===== src/rtl/pll_ctl_pkg.sv =====
package pll_ctl_pkg;

  localparam int DW       = 32;
  localparam int AW       = 3;
  localparam int MULT_LSB = 12;
  localparam int MULT_W   = 10;
  localparam int DIV_LSB  = 8;
  localparam int DIV_W    = 4;

  localparam logic [DW-1:0] EN_KEEP    = 32'h0000_00CF;
  localparam logic [DW-1:0] IDLE_KEEP  = 32'h0000_00CF;
  localparam logic [DW-1:0] SEL_KEEP   = 32'h03BF_FF28;
  localparam logic [DW-1:0] SRC_KEEP   = 32'h0000_0003;
  localparam logic [DW-1:0] EN_AUX_MSK = 32'h0000_00CC;
  localparam logic [DW-1:0] EN_MPL_MSK = 32'h0000_0003;
  localparam logic [DW-1:0] SEL_MPL_MSK = 32'h003F_FF00;
  localparam logic [DW-1:0] STAT_BASE  = 32'h0000_0070;

  localparam logic [DW-1:0] EN_RST   = 32'h0000_0001;
  localparam logic [DW-1:0] IDLE_RST = 32'h0000_0000;
  localparam logic [DW-1:0] SEL_RST  = 32'h0000_0000;
  localparam logic [DW-1:0] SRC_RST  = 32'h0000_0002;

  typedef enum logic [AW-1:0] {
    A_EN   = 3'd0,
    A_IDLE = 3'd1,
    A_SEL  = 3'd2,
    A_SRC  = 3'd3,
    A_STAT = 3'd4,
    A_FLAG = 3'd5
  } reg_addr_e;

  typedef enum logic [1:0] {
    DM_OFF    = 2'd0,
    DM_LP_BYP = 2'd1,
    DM_FR_BYP = 2'd2,
    DM_LOCK   = 2'd3
  } mpll_mode_e;

  // effective main-PLL mode: small multipliers force low-power bypass
  function automatic logic [1:0] fx_eff_mode(input logic [1:0] fld,
                                             input logic [MULT_W-1:0] mult);
    return (mult < MULT_W'(2)) ? DM_LP_BYP : fld;
  endfunction

  function automatic logic fx_aux_locked(input logic [1:0] fld);
    return fld == 2'b11;
  endfunction

  function automatic logic fx_aux_bad(input logic [1:0] fld);
    return (fld == 2'b01) || (fld == 2'b10);
  endfunction

  function automatic logic [1:0] fx_src_code(input logic [1:0] src, input logic locked);
    if (src == 2'd0) return 2'd3;
    return locked ? 2'd2 : 2'd1;
  endfunction

endpackage


===== src/rtl/pll_reg_file.sv =====
module pll_reg_file import pll_ctl_pkg::*; (
  input  logic          clk,
  input  logic          rst_n,
  input  logic          wr_en,
  input  logic [AW-1:0] wr_addr,
  input  logic [DW-1:0] wdata,
  output logic [DW-1:0] en_q,
  output logic [DW-1:0] idle_q,
  output logic [DW-1:0] sel_q,
  output logic [DW-1:0] src_q,
  output logic          mpll_reeval,
  output logic          aux_reeval,
  output logic          rsvd_hit,
  output logic          illegal_hit
);

  logic hit_en, hit_idle, hit_sel, hit_src;
  logic [DW-1:0] en_nx, sel_nx, src_nx;
  logic [1:0]    nx_mode;

  always_comb begin
    hit_en   = wr_en && (wr_addr == A_EN);
    hit_idle = wr_en && (wr_addr == A_IDLE);
    hit_sel  = wr_en && (wr_addr == A_SEL);
    hit_src  = wr_en && (wr_addr == A_SRC);

    en_nx  = hit_en  ? (wdata & EN_KEEP)  : en_q;
    sel_nx = hit_sel ? (wdata & SEL_KEEP) : sel_q;
    src_nx = hit_src ? (wdata & SRC_KEEP) : src_q;

    aux_reeval  = hit_en && (((en_q ^ wdata) & EN_AUX_MSK) != '0);
    mpll_reeval = (hit_en  && (((en_q  ^ wdata) & EN_MPL_MSK)  != '0)) ||
                  (hit_sel && (((sel_q ^ wdata) & SEL_MPL_MSK) != '0)) ||
                  (hit_src && (((src_q ^ wdata) & SRC_KEEP)    != '0));

    rsvd_hit = (hit_en   && ((wdata & ~EN_KEEP)   != '0)) ||
               (hit_idle && ((wdata & ~IDLE_KEEP) != '0)) ||
               (hit_sel  && ((wdata & ~SEL_KEEP)  != '0)) ||
               (hit_src  && ((wdata & ~SRC_KEEP)  != '0));

    nx_mode = fx_eff_mode(en_nx[1:0], sel_nx[MULT_LSB +: MULT_W]);
    illegal_hit = (mpll_reeval && ((nx_mode == DM_OFF) || (src_nx[1:0] == 2'd3))) ||
                  (aux_reeval  && (fx_aux_bad(en_nx[7:6]) || fx_aux_bad(en_nx[3:2])));
  end

  always_ff @(posedge clk or negedge rst_n) begin
    if (!rst_n) begin
      en_q   <= EN_RST;
      idle_q <= IDLE_RST;
      sel_q  <= SEL_RST;
      src_q  <= SRC_RST;
    end else begin
      en_q  <= en_nx;
      sel_q <= sel_nx;
      src_q <= src_nx;
      if (hit_idle) idle_q <= wdata & IDLE_KEEP;
    end
  end

  AST_IDLE_NO_REEVAL: assert property (@(posedge clk) disable iff (!rst_n)
    (wr_en && (wr_addr == A_IDLE)) |-> !(mpll_reeval || aux_reeval));

endmodule


===== src/rtl/pll_lock_timer.sv =====
module pll_lock_timer #(
  parameter int LOCK_CYCLES = 20,
  parameter int DIV_W       = 4
) (
  input  logic             clk,
  input  logic             rst_n,
  input  logic             restart,
  input  logic             lock_mode,
  input  logic [DIV_W-1:0] div,
  input  logic             ref_tick,
  output logic             locked
);

  localparam int CW = (LOCK_CYCLES > 1) ? $clog2(LOCK_CYCLES) : 1;

  logic [DIV_W-1:0] pre_q;
  logic [CW-1:0]    cnt_q;
  logic             int_tick;

  // one internal reference period completes on this strobe
  assign int_tick = ref_tick && (pre_q == div);

  always_ff @(posedge clk or negedge rst_n) begin
    if (!rst_n) begin
      pre_q  <= '0;
      cnt_q  <= '0;
      locked <= 1'b0;
    end else if (restart || !lock_mode) begin
      pre_q  <= '0;
      cnt_q  <= '0;
      locked <= 1'b0;
    end else if (ref_tick && !locked) begin
      if (int_tick) begin
        pre_q <= '0;
        if (cnt_q == CW'(LOCK_CYCLES - 1)) locked <= 1'b1;
        else cnt_q <= cnt_q + 1'b1;
      end else begin
        pre_q <= pre_q + 1'b1;
      end
    end
  end

  AST_RESTART_DROPS_LOCK: assert property (@(posedge clk) disable iff (!rst_n)
    restart |=> !locked);
  AST_LOCK_ON_TICK: assert property (@(posedge clk) disable iff (!rst_n)
    $rose(locked) |-> $past(ref_tick));
  AST_LOCK_HOLDS: assert property (@(posedge clk) disable iff (!rst_n)
    (locked && !restart && lock_mode) |=> locked);
  AST_LOCK_NEEDS_MODE: assert property (@(posedge clk) disable iff (!rst_n)
    locked |-> lock_mode);

endmodule


===== src/rtl/pll_flag_regs.sv =====
module pll_flag_regs (
  input  logic       clk,
  input  logic       rst_n,
  input  logic       warn_set,
  input  logic       err_set,
  input  logic       clr_wr,
  input  logic [1:0] clr_bits,
  output logic       warn,
  output logic       err
);

  always_ff @(posedge clk or negedge rst_n) begin
    if (!rst_n) begin
      warn <= 1'b0;
      err  <= 1'b0;
    end else begin
      if (warn_set) warn <= 1'b1;
      else if (clr_wr && clr_bits[0]) warn <= 1'b0;
      if (err_set) err <= 1'b1;
      else if (clr_wr && clr_bits[1]) err <= 1'b0;
    end
  end

  AST_WARN_STICKY: assert property (@(posedge clk) disable iff (!rst_n)
    (warn && !(clr_wr && clr_bits[0])) |=> warn);
  AST_ERR_STICKY: assert property (@(posedge clk) disable iff (!rst_n)
    (err && !(clr_wr && clr_bits[1])) |=> err);
  AST_WARN_SETS: assert property (@(posedge clk) disable iff (!rst_n)
    warn_set |=> warn);

endmodule


===== src/rtl/pll_ctl_regs.sv =====
module pll_ctl_regs import pll_ctl_pkg::*; #(
  parameter int LOCK_CYCLES = 20
) (
  input  logic              clk,
  input  logic              rst_n,
  input  logic              wr_en,
  input  logic [AW-1:0]     addr,
  input  logic [DW-1:0]     wdata,
  output logic [DW-1:0]     rdata,
  input  logic              ref_tick,
  output logic [1:0]        dpll_mode,
  output logic [MULT_W-1:0] dpll_mult,
  output logic [DIV_W-1:0]  dpll_div,
  output logic [1:0]        core_src
);

  logic [DW-1:0] en_q, idle_q, sel_q, src_q;
  logic          mpll_reeval, aux_reeval, rsvd_hit, illegal_hit;
  logic          mpll_locked, warn, err;
  logic [DW-1:0] stat_word;

  pll_reg_file u_regs (
    .clk         (clk),
    .rst_n       (rst_n),
    .wr_en       (wr_en),
    .wr_addr     (addr),
    .wdata       (wdata),
    .en_q        (en_q),
    .idle_q      (idle_q),
    .sel_q       (sel_q),
    .src_q       (src_q),
    .mpll_reeval (mpll_reeval),
    .aux_reeval  (aux_reeval),
    .rsvd_hit    (rsvd_hit),
    .illegal_hit (illegal_hit)
  );

  assign dpll_mult = sel_q[MULT_LSB +: MULT_W];
  assign dpll_div  = sel_q[DIV_LSB +: DIV_W];
  assign core_src  = src_q[1:0];
  assign dpll_mode = fx_eff_mode(en_q[1:0], dpll_mult);

  pll_lock_timer #(
    .LOCK_CYCLES (LOCK_CYCLES),
    .DIV_W       (DIV_W)
  ) u_timer (
    .clk       (clk),
    .rst_n     (rst_n),
    .restart   (mpll_reeval),
    .lock_mode (dpll_mode == DM_LOCK),
    .div       (dpll_div),
    .ref_tick  (ref_tick),
    .locked    (mpll_locked)
  );

  pll_flag_regs u_flags (
    .clk      (clk),
    .rst_n    (rst_n),
    .warn_set (rsvd_hit),
    .err_set  (illegal_hit),
    .clr_wr   (wr_en && (addr == A_FLAG)),
    .clr_bits (wdata[1:0]),
    .warn     (warn),
    .err      (err)
  );

  always_comb begin
    stat_word = STAT_BASE;
    stat_word[9]   = fx_aux_locked(en_q[7:6]);
    stat_word[8]   = fx_aux_locked(en_q[3:2]);
    stat_word[1:0] = fx_src_code(core_src, mpll_locked);
  end

  always_comb begin
    case (addr)
      A_EN:    rdata = en_q;
      A_IDLE:  rdata = idle_q;
      A_SEL:   rdata = sel_q;
      A_SRC:   rdata = src_q;
      A_STAT:  rdata = stat_word;
      A_FLAG:  rdata = {{(DW-2){1'b0}}, err, warn};
      default: rdata = '0;
    endcase
  end

  AST_BYPASS_UNLOCKED: assert property (@(posedge clk) disable iff (!rst_n)
    (dpll_mode != DM_LOCK) |-> !mpll_locked);
  AST_SRC32K_CODE: assert property (@(posedge clk) disable iff (!rst_n)
    (addr == A_STAT && core_src == 2'd0) |-> (rdata[1:0] == 2'd3));

endmodule


===== config.mk =====
export PLATFORM = sky130hd
export DESIGN_NAME = pll_ctl_regs
export DESIGN_NICKNAME = d
export VERILOG_FILES = /design/src/rtl/pll_ctl_pkg.sv /design/src/rtl/pll_reg_file.sv /design/src/rtl/pll_lock_timer.sv /design/src/rtl/pll_flag_regs.sv /design/src/rtl/pll_ctl_regs.sv
export SDC_FILE = /design/constraint.sdc
export NUM_CORES = 1
export LEC_CHECK = 0
export ABC_CLOCK_PERIOD_IN_PS = 3440
export CORE_MARGIN = 5
export CORE_UTILIZATION = 70
export CTS_BUF_LIST = sky130_fd_sc_hd__clkbuf_8
export CTS_CLUSTER_DIAMETER = 100
export DETAILED_ROUTE_END_ITERATION = 10
export DONT_BUFFER_PORTS = 1
export GPL_TIMING_DRIVEN = 0
export PLACE_DENSITY = 0.95
export REMOVE_ABC_BUFFERS = 1
export SYNTH_ARGS = -nofsm -noshare
export SYNTH_HDL_FRONTEND = slang
export SYNTH_SLANG_ARGS = --single-unit

===== constraint.sdc =====
create_clock -name clk -period 3.44 [get_ports clk]
set_input_delay 0.344 -clock clk [delete_from_list [all_inputs] [get_ports clk]]
set_output_delay 0.344 -clock clk [all_outputs]
set_load 0.03 [all_outputs]

==> After elaboration in Yosys (flattened, before gate mapping) <==
Cells that the tools add are included.
{ "op_classes": {"n_addsub": 2, "order_cmp": 2, "n_eq_ne": 16, "mux": 25, "bitwise": 3, "reduce_logical": 49} }
{ "op_table": {"columns": ["op", "count"], "rows": [
  ["$reduce_bool 32->1", 7],
  ["$pmux 26 s6", 1],
  ["$mux 22", 1],
  ["$xor 22x22->22", 1],
  ["$lt 10x2->1 const B", 2],
  ["$mux 5", 4],
  ["$logic_and 1x1->1", 19],
  ["$eq 2x2->1 const B", 6],
  ["$mux 2", 6],
  ["$mux 4", 3],
  ["$logic_or 1x1->1", 11],
  ["$reduce_bool 2->1", 5],
  ["$mux 1", 9],
  ["$mux 8", 1],
  ["$xor 8x8->8", 1],
  ["$eq 3x2->1 const B", 2],
  ["$eq 3x3->1 const B", 2],
  ["$reduce_and 3->1", 2],
  ["$add 5x1->5 const B", 1],
  ["$eq 5x5->1 const B", 1],
  ["$add 4x1->4 const B", 1],
  ["$eq 2x1->1 const B", 2],
  ["$eq 4x4->1", 1],
  ["$logic_not 2->1", 2],
  ["other kinds (5)", 6]
]} }
{ "word_totals": {"regBits": 45, "inputBits": 39, "elab_cells": 107} }

==> Longest topological paths before layout <==
Gate-level depths: netlist of run 1.
{ "depth": {"depth_word": 10, "mapped_depth": 7, "ltp_nobuf": 6} }

==> By module <==
A second synthesis of run 1 with hierarchy kept.
{ "unflattened": {"cells_unflattened": 418, "hier_area_um2": 4277.9} }
{ "modules_own_cells": {"columns": ["module", "n_inst", "cells_each", "area_per_inst_um2"], "rows": [
  ["pll_reg_file", 1, 235, 2442.3],
  ["pll_ctl_regs", 1, 113, 1166.1],
  ["pll_lock_timer", 1, 64, 596.8],
  ["pll_flag_regs", 1, 6, 72.6]
]} }

==> Least setup slack after synthesis of run 1 <==
Ideal clock, no wire load.
{ "synth_path": {"path_type": "input to output", "from": "in addr[0]", "to": "out rdata[2]", "arrival_time_ns": 1.659, "slack_ns": 1.437, "stages": 4, "path_buffers": 2, "path_cell_list": "clkbuf_1 > clkbuf_1 > mux2i_1 > nor3_1"} }
{ "synth_between": {"elab_chain_len": 2, "word_cells_on_any_way": 7, "classes_between": "eq/ne (5); mux (1); reduce/logical (1)"} }
{ "synth_rtl": {"columns": ["item", "line_no", "source"], "rows": [
  ["from (decl)", "pll_ctl_regs.sv:7", "input logic [AW-1:0] addr,"],
  ["$eq 3x3->1, or another cell as far along", "pll_ctl_regs.sv:75", "case (addr)"],
  ["$pmux 26 s6 (*)", "pll_ctl_regs.sv:75", null],
  ["to (decl)", "pll_ctl_regs.sv:9", "output logic [DW-1:0] rdata,"]
]} }
Every way passes the cells marked *; elsewhere a longest branch is shown, timed or not.

==> Final worst setup path of run 1 <==
{ "layout_path": {"from": "reg u_regs.sel_q[9]", "to": "reg u_timer.pre_q[2]"} }
{ "layout_between": {"elab_chain_len": 7, "word_cells_on_any_way": 12, "classes_between": "eq/ne (1); mux (3); bitwise (1); reduce/logical (7)"} }
{ "layout_rtl": {"columns": ["item", "line_no", "source"], "rows": [
  ["from (decl)", "pll_reg_file.sv:9", "output logic [DW-1:0] sel_q,"],
  ["from (signal assigned)", "pll_reg_file.sv:54", "sel_q <= sel_nx;"],
  ["$xor 22x22->22", "pll_reg_file.sv:33", "(hit_sel && (((sel_q ^ wdata) & SEL_MPL_MSK) != '0)) ||"],
  ["$reduce_bool 32->1", "pll_reg_file.sv:33", null],
  ["$logic_and 1x1->1", "pll_reg_file.sv:33", null],
  ["$logic_or 1x1->1", "pll_reg_file.sv:32", "mpll_reeval = (hit_en && (((en_q ^ wdata) & EN_MPL_MSK) != '0)) ||"],
  ["$logic_or 1x1->1", "pll_reg_file.sv:33", null],
  ["$logic_or 1x1->1", "pll_lock_timer.sv:28", "end else if (restart || !lock_mode) begin"],
  ["$mux 4 / $reduce_bool 2->1 (equally long branches)", null, null],
  ["to (signal assigned)", "pll_lock_timer.sv:38", "pre_q <= pre_q + 1'b1;"],
  ["to (decl)", "pll_lock_timer.sv:16", "logic [DIV_W-1:0] pre_q;"]
]} }
Parallel ways exist; a longest one is shown, timed or not. The select of a mux whose other input is x is not followed.
A chain may end at the register's enable or synchronous reset.

==> flow_metrics.env, run 1 <==
export IMPL_start_kind="flop"
export IMPL_synth_warnings=0
export IMPL_setup_viol=0
export IMPL_yosys_top_cells_count="dfrtp_1 (43), mux2_2 (33), xnor2_1 (26), buf_4 (21), and2_1 (18)"
export IMPL_relSlewSlack=0.3347
export IMPL_path_max_fanout=10
export IMPL_cts_tree="yes"
export IMPL_drt_vias_per_instance=6.307
export IMPL_synth_top_cell_by_area="dfrtp_1"
export IMPL_top_layer="met4"
export IMPL_ys_async_sr_fraction=1.000
export IMPL_ctsHtreeMaxLevel=2
export IMPL_met2_length_microns=3140
export IMPL_min_from="wdata[16]"
export IMPL_cts_buffers=5
export IMPL_io_buffers=0
export IMPL_synth_top_cell_area_share=0.3726
export IMPL_place_congestion=0.8669
export IMPL_drt_total_wl_microns=6243
export IMPL_min_period_over_period=0.6215
export IMPL_synthDistinctLibCells=44
export IMPL_synth_seq_cells=45
export IMPL_max_vdd_ir_drop_mv=0.4121
export IMPL_fin_tns_setup_ps=0
export IMPL_dr_total_vias=2031
export IMPL_clock_latency_ps=300
export IMPL_timing_rr_end="u_timer.pre_q[2]"
export IMPL_whs_path_depth=1
export IMPL_drtPass1Iterations=4
export IMPL_dpl_hpwl_microns=4689
export IMPL_area_delta_synth_final_pct=0.3466
export IMPL_fp_row_count=23
export IMPL_hold_viol_final=0
export IMPL_drive_gt1_frac=0.1838
export IMPL_m1WireLength_microns=2549
export IMPL_pwr_density_cell_nw_per_um2=514.6
export IMPL_num_io_pins=89
export IMPL_seq_area_frac_synth=0.3908
export IMPL_wl_per_cell_microns=19.39
export IMPL_final_area_sq_um=2898
export IMPL_cp_end_kind="flop"
export IMPL_r2r_start="u_regs.sel_q[9]"
export IMPL_drc_errors=0
export IMPL_antenna_found_initial=0
export IMPL_synth_edf_count=0
export IMPL_met3_length_microns=470
export IMPL_finalNetCount=312
export IMPL_outcome="completed"
export IMPL_yosysMostFrequentCell="dfrtp_1"
export IMPL_worst_pin_slew_ps=994.2
export IMPL_path_clk_slew_ps=80
export IMPL_grt_max_degree=46
export IMPL_fin_total_pwr_uw=1491
export IMPL_cp_data_arrival_time_ps=2340
export IMPL_cts_root_buf="clkbuf_8"
export IMPL_initial_core_util=0.7219
export IMPL_clock_sinks=45
export IMPL_ant_nets=0
export IMPL_grt_pass1_wl_microns=10090
export IMPL_grt_overflow=0
export IMPL_worstSetupPathType="flop to flop"
export IMPL_cts_buffer_depth=2
export IMPL_syn_area_sq_um=2888
export IMPL_hold_class="primary input to flop"
export IMPL_syn_area_per_cell_sq_um=10.03
export IMPL_hold_end="u_regs.sel_q[16]"
export IMPL_synthTopCellsByArea="dfrtp_1 (37%), mux2_2 (13%), xnor2_1 (7.9%)"
export IMPL_n_antenna_cell=0
export IMPL_place_area_sq_um=2778
export IMPL_worstRegToRegCells=5
export IMPL_rrSetupSlack_ps=1300
export IMPL_max_cap_viol_count=0
export IMPL_grt_pass1_vias=2076
export IMPL_core_area_sq_um=4000
export IMPL_die_area_sq_um=5510
export IMPL_cp_required_ps=3650
export IMPL_dieHeight_microns=74.23
export IMPL_syn_inst=288
export IMPL_p_leak_uw=0.001132
export IMPL_slew_viol_final=0
export IMPL_fin_worst_skew_ps=6.482
export IMPL_die_x_microns=74.23
export IMPL_grt_usage=0.2401
export IMPL_max_freq_mhz=467.7
export IMPL_synth_ff_type="dfrtp_1"
export IMPL_layout_min_cycle_time_ps=2138
export IMPL_drtIter0Drc=109
export IMPL_rsz0062_at_grt="false"
==> how the worst max path moves through the flow <==
stage,cells after the start,from,end
floorplan,5,addr[2],u_timer.cnt_q[0]
global placement,5,addr[2],u_timer.pre_q[3]
detailed placement,5,u_regs.sel_q[9],u_timer.pre_q[2]
CTS,5,u_regs.sel_q[9],u_timer.pre_q[2]
global route,5,u_regs.sel_q[9],u_timer.pre_q[2]
finish,5,u_regs.sel_q[9],u_timer.pre_q[2]
==> critical path: stages, from the launching register on <==
cell and delay, ps:
dfrtp_1 650, xnor2_1 180, nand4_1 100, nor4_1 490, o2111ai_2 360, a31oi_1 260
==> repair_timing <==
item	CTS	global route
setup buffers	0	0
hold buffers	2	0
resized for setup	0	0
hold endpoints to repair	45	0
==> report_power, final <==
part	internal, uW	total [uW]	switching, uW
Combinational	171	356	185
Sequential	623	823	200
Clock	138	312	174
==> cell families after synthesis <==
family	Yosys count	synth area share
compound gates	30	0.07149
xor+xnor	32	0.09705
fa+ha+maj	2	0.008664
buf+inv	35	0.07626
flops	45	0.3908
mux	39	0.1495
other cells	1	0.001299
simple gates	104	0.2049
==> registers in the layout, summed over array words and instances, names as in the netlist <==
| register | cells |
|---|---|
| u_regs.sel_q | 19 |
| u_regs.en_q | 6 |
| u_flags.warn | 1 |
| u_timer.pre_q | 4 |
| u_timer.cnt_q | 5 |
| u_flags.err | 1 |
| u_regs.idle_q | 6 |
| u_timer.locked | 1 |
| u_regs.src_q | 2 |
==> per-stage QoR <==
step                        util  setup slack [ps]  cells  hold slack, ps
after floorplan                -              1228    261           48.41
after global placement    0.6900             729.3    311           50.01
after detailed placement  0.6944              1360    312           49.82
after CTS                 0.7244              1324    322           185.5
after global routing      0.7244              1146    322           174.1
final                     0.7244              1302    322           192.0
==> area by class of cell <==
type / count / area (sq um)
Timing Repair Buffer: 3 / 52.55
Sequential cell: 45 / 1129
Fill cell: 301 / 1102
Clock inverter: 3 / 13.76
Clock buffer: 5 / 68.82
Multi-Input combinational cell: 214 / 1564
Tap cell: 50 / 62.56
Inverter: 2 / 7.507
==> placed cells by master, fill, tap and decap left out, drive strengths merged, types with 6 or more instances in the layout <==
cell type,instances
dfrtp,43
mux2,33
xnor2,26
and2,18
nor2,16
nand2,14
nor3,10
nand4,10
a21oi,9
nand3,7
conb,7
mux2i,6
nor4,6
o21ai,6
xor2,6
==> per-layer routing <==
metal,GRT usage,up-vias
li1,-,959
met1,0.3109,994
met2,0.3927,67
met3,0.06757,11
met4,0.07708,0
met5,0,-
Power figures use the tool's default switching activity.
==> run 2, diff against run 1 <==
--- a/config.mk
+++ b/config.mk
@@ -5,15 +5,15 @@
 export SDC_FILE = /design/constraint.sdc
 export NUM_CORES = 1
 export LEC_CHECK = 0
-export ABC_CLOCK_PERIOD_IN_PS = 3440
+export ABC_CLOCK_PERIOD_IN_PS = 2000
 export CORE_MARGIN = 5
-export CORE_UTILIZATION = 70
+export CORE_UTILIZATION = 66
 export CTS_BUF_LIST = sky130_fd_sc_hd__clkbuf_8
 export CTS_CLUSTER_DIAMETER = 100
 export DETAILED_ROUTE_END_ITERATION = 10
 export DONT_BUFFER_PORTS = 1
 export GPL_TIMING_DRIVEN = 0
-export PLACE_DENSITY = 0.95
+export PLACE_DENSITY = 0.93
 export REMOVE_ABC_BUFFERS = 1
 export SYNTH_ARGS = -nofsm -noshare
 export SYNTH_HDL_FRONTEND = slang
==> constraint.sdc (replaced) <==
create_clock -name clk -period 2 [get_ports clk]
set_input_delay 0.2 -clock clk [delete_from_list [all_inputs] [get_ports clk]]
set_output_delay 0.2 -clock clk [all_outputs]
set_load 0.03 [all_outputs]
==> run 2 against run 1 <==
  * Sequential power up 74%
  * Largest cell class unchanged
  * Power up 86%
  * Flip-flop and latch count unchanged
  * Critical endpoint is now rdata[1]
==> flow_metrics.env, run 2 (same netlist as run 1, synthesis figures left out) <==
export IMPL_fp_row_count=24
export IMPL_clock_sinks=45
export IMPL_relSlewSlack=0.2995
export IMPL_drive_gt1_frac=0.2243
export IMPL_drtIter0Drc=132
export IMPL_cp_required_ps=1800
export IMPL_cts_buffers=5
export IMPL_ctsHtreeMaxLevel=2
export IMPL_place_congestion=0.8265
export IMPL_die_x_microns=76.15
export IMPL_die_area_sq_um=5798
export IMPL_grt_pass1_wl_microns=10780
export IMPL_io_buffers=0
export IMPL_outcome="completed"
export IMPL_top_register="u_regs.sel_q"
export IMPL_layout_min_cycle_time_ps=1934
export IMPL_antenna_found_initial=0
export IMPL_pwr_density_cell_nw_per_um2=933.4
export IMPL_fill_cells=311
export IMPL_core_area_sq_um=4294
export IMPL_cp_top_family="flip-flops"
export IMPL_cp_data_arrival_time_ps=1730
export IMPL_hold_class="primary input to flop"
export IMPL_path_max_fanout=6
export IMPL_hold_viol_final=0
export IMPL_dp_cells=314
export IMPL_setup_viol=0
export IMPL_timing_rr_end="u_timer.pre_q[1]"
export IMPL_drc_errors=0
export IMPL_cpMaxStageDelayCell="dfstp_2"
export IMPL_slew_viol_final=0
export IMPL_num_io_pins=89
export IMPL_stdcell_count=324
export IMPL_drt_vias_per_instance=6.565
export IMPL_finalNetCount=312
export IMPL_wl_per_cell_microns=20.52
export IMPL_cts_buffer_depth=2
export IMPL_worst_pin_slew_ps=1047
export IMPL_multi_input_area_sq_um=1598
export IMPL_grt_usage=0.2241
export IMPL_final_cell_mix="dfrtp_1 (35), mux2_2 (33), xnor2_1 (26)"
export IMPL_start_kind="flop"
export IMPL_clock_latency_ps=300
export IMPL_path_clk_slew_ps=80
export IMPL_regArea_sq_um=1139
export IMPL_path_cells="mux2i_1 -> o221ai_1"
export IMPL_reg_top3="u_regs.sel_q x19, u_regs.en_q x6, u_regs.idle_q x6"
export IMPL_initial_core_util=0.6725
export IMPL_critPathMaxStageDelay_ps=690
export IMPL_fin_tns_setup_ps=0
export IMPL_max_freq_mhz=517.2
export IMPL_cts_root_buf="clkbuf_8"
export IMPL_holdWs_ps=45.17
export IMPL_min_period_over_period=0.9668
export IMPL_largest_register_ff_count=19
export IMPL_area_delta_synth_final_pct=3.120
export IMPL_max_vdd_ir_drop_mv=0.8260
export IMPL_hold_end="u_regs.src_q[1]"
export IMPL_fin_worst_skew_ps=10.69
export IMPL_fin_total_pwr_uw=2780
export IMPL_worstSetupPathType="flop to primary output"
export IMPL_r2r_start="u_regs.sel_q[19]"
export IMPL_p_leak_uw=0.001151
export IMPL_whs_path_depth=1
export IMPL_worstRegToRegCells=5
export IMPL_cts_tree="yes"
export IMPL_rrSetupSlack_ps=90
export IMPL_min_from="wdata[1]"
export IMPL_dieHeight_microns=76.15
export IMPL_drtPass1Iterations=4
export IMPL_grt_max_degree=46
export IMPL_n_antenna_cell=0
export IMPL_drt_total_wl_microns=6649
export IMPL_ant_nets=0
export IMPL_final_common_cell="dfrtp_1"
export IMPL_max_cap_viol_count=0
export IMPL_cp_num_buf_inv=0
export IMPL_dr_total_vias=2127
export IMPL_dpl_hpwl_microns=4658
export IMPL_grt_overflow=0
export IMPL_grt_pass1_vias=2189
export IMPL_cp_end_kind="primary output"
## run 2: worst max-delay path by stage
stage | start | end | slack, ps | depth (start not counted)
3_3_place_gp | addr[2] | u_timer.cnt_q[1] | -640 | 5
2_1_floorplan | addr[2] | u_timer.cnt_q[0] | -70 | 5
6_report | u_regs.src_q[1] | rdata[1] | 70 | 2
3_5_place_dp | u_regs.sel_q[8] | u_timer.pre_q[2] | -120 | 5
5_1_grt | u_regs.sel_q[19] | u_timer.pre_q[2] | -40 | 5
4_1_cts | u_regs.sel_q[15] | u_timer.pre_q[1] | 9 | 5
## run 2: area by class of cell
cell class / instances / share of cell area
clock buffers: 6 / 0.02773
clock inverters: 2 / 0.01134
inverters: 2 / 0.002521
multi-input cells: 214 / 0.5366
flip-flops and latches: 45 / 0.3824
well taps: 52 / 0.02185
repair buffers: 3 / 0.01765
## run 2: where the power goes
part           total [uW]  switching (uW)  leakage, uW  internal (uW)
clock network         698             296    0.0000626            402
logic                 648             347     0.000542            302
registers            1430             352     0.000546           1080
## run 2: per-layer routing
layer  global-route usage  routed length (microns)  part of all wire  vias up
met1               0.2654                     2606              0.39     1051
met4              0.08217                      108             0.016        0
met2               0.3690                     3328              0.50      104
li1                     -                        -                 -      958
met3              0.08511                      605             0.091       14
met5                    0                        0                 0        -
## run 2: metrics by stage
step | util | setup WS, ps | cell area (sq um)
CTS | 0.6859 | 9.071 | 2945
floorplan | - | -67.58 | 2698
global placement | 0.6434 | -637.0 | 2763
detailed placement | 0.6474 | -123.2 | 2780
global route | 0.6935 | -40.54 | 2978
finish | 0.6935 | 66.45 | 2978
## run 2: what timing repair did
item                                    CTS  global route
endpoints found under the setup margin   10            10
resized for setup                         5             8
hold buffers                              2             0
buffers inserted                          0             0
endpoints found under the hold margin    45             0
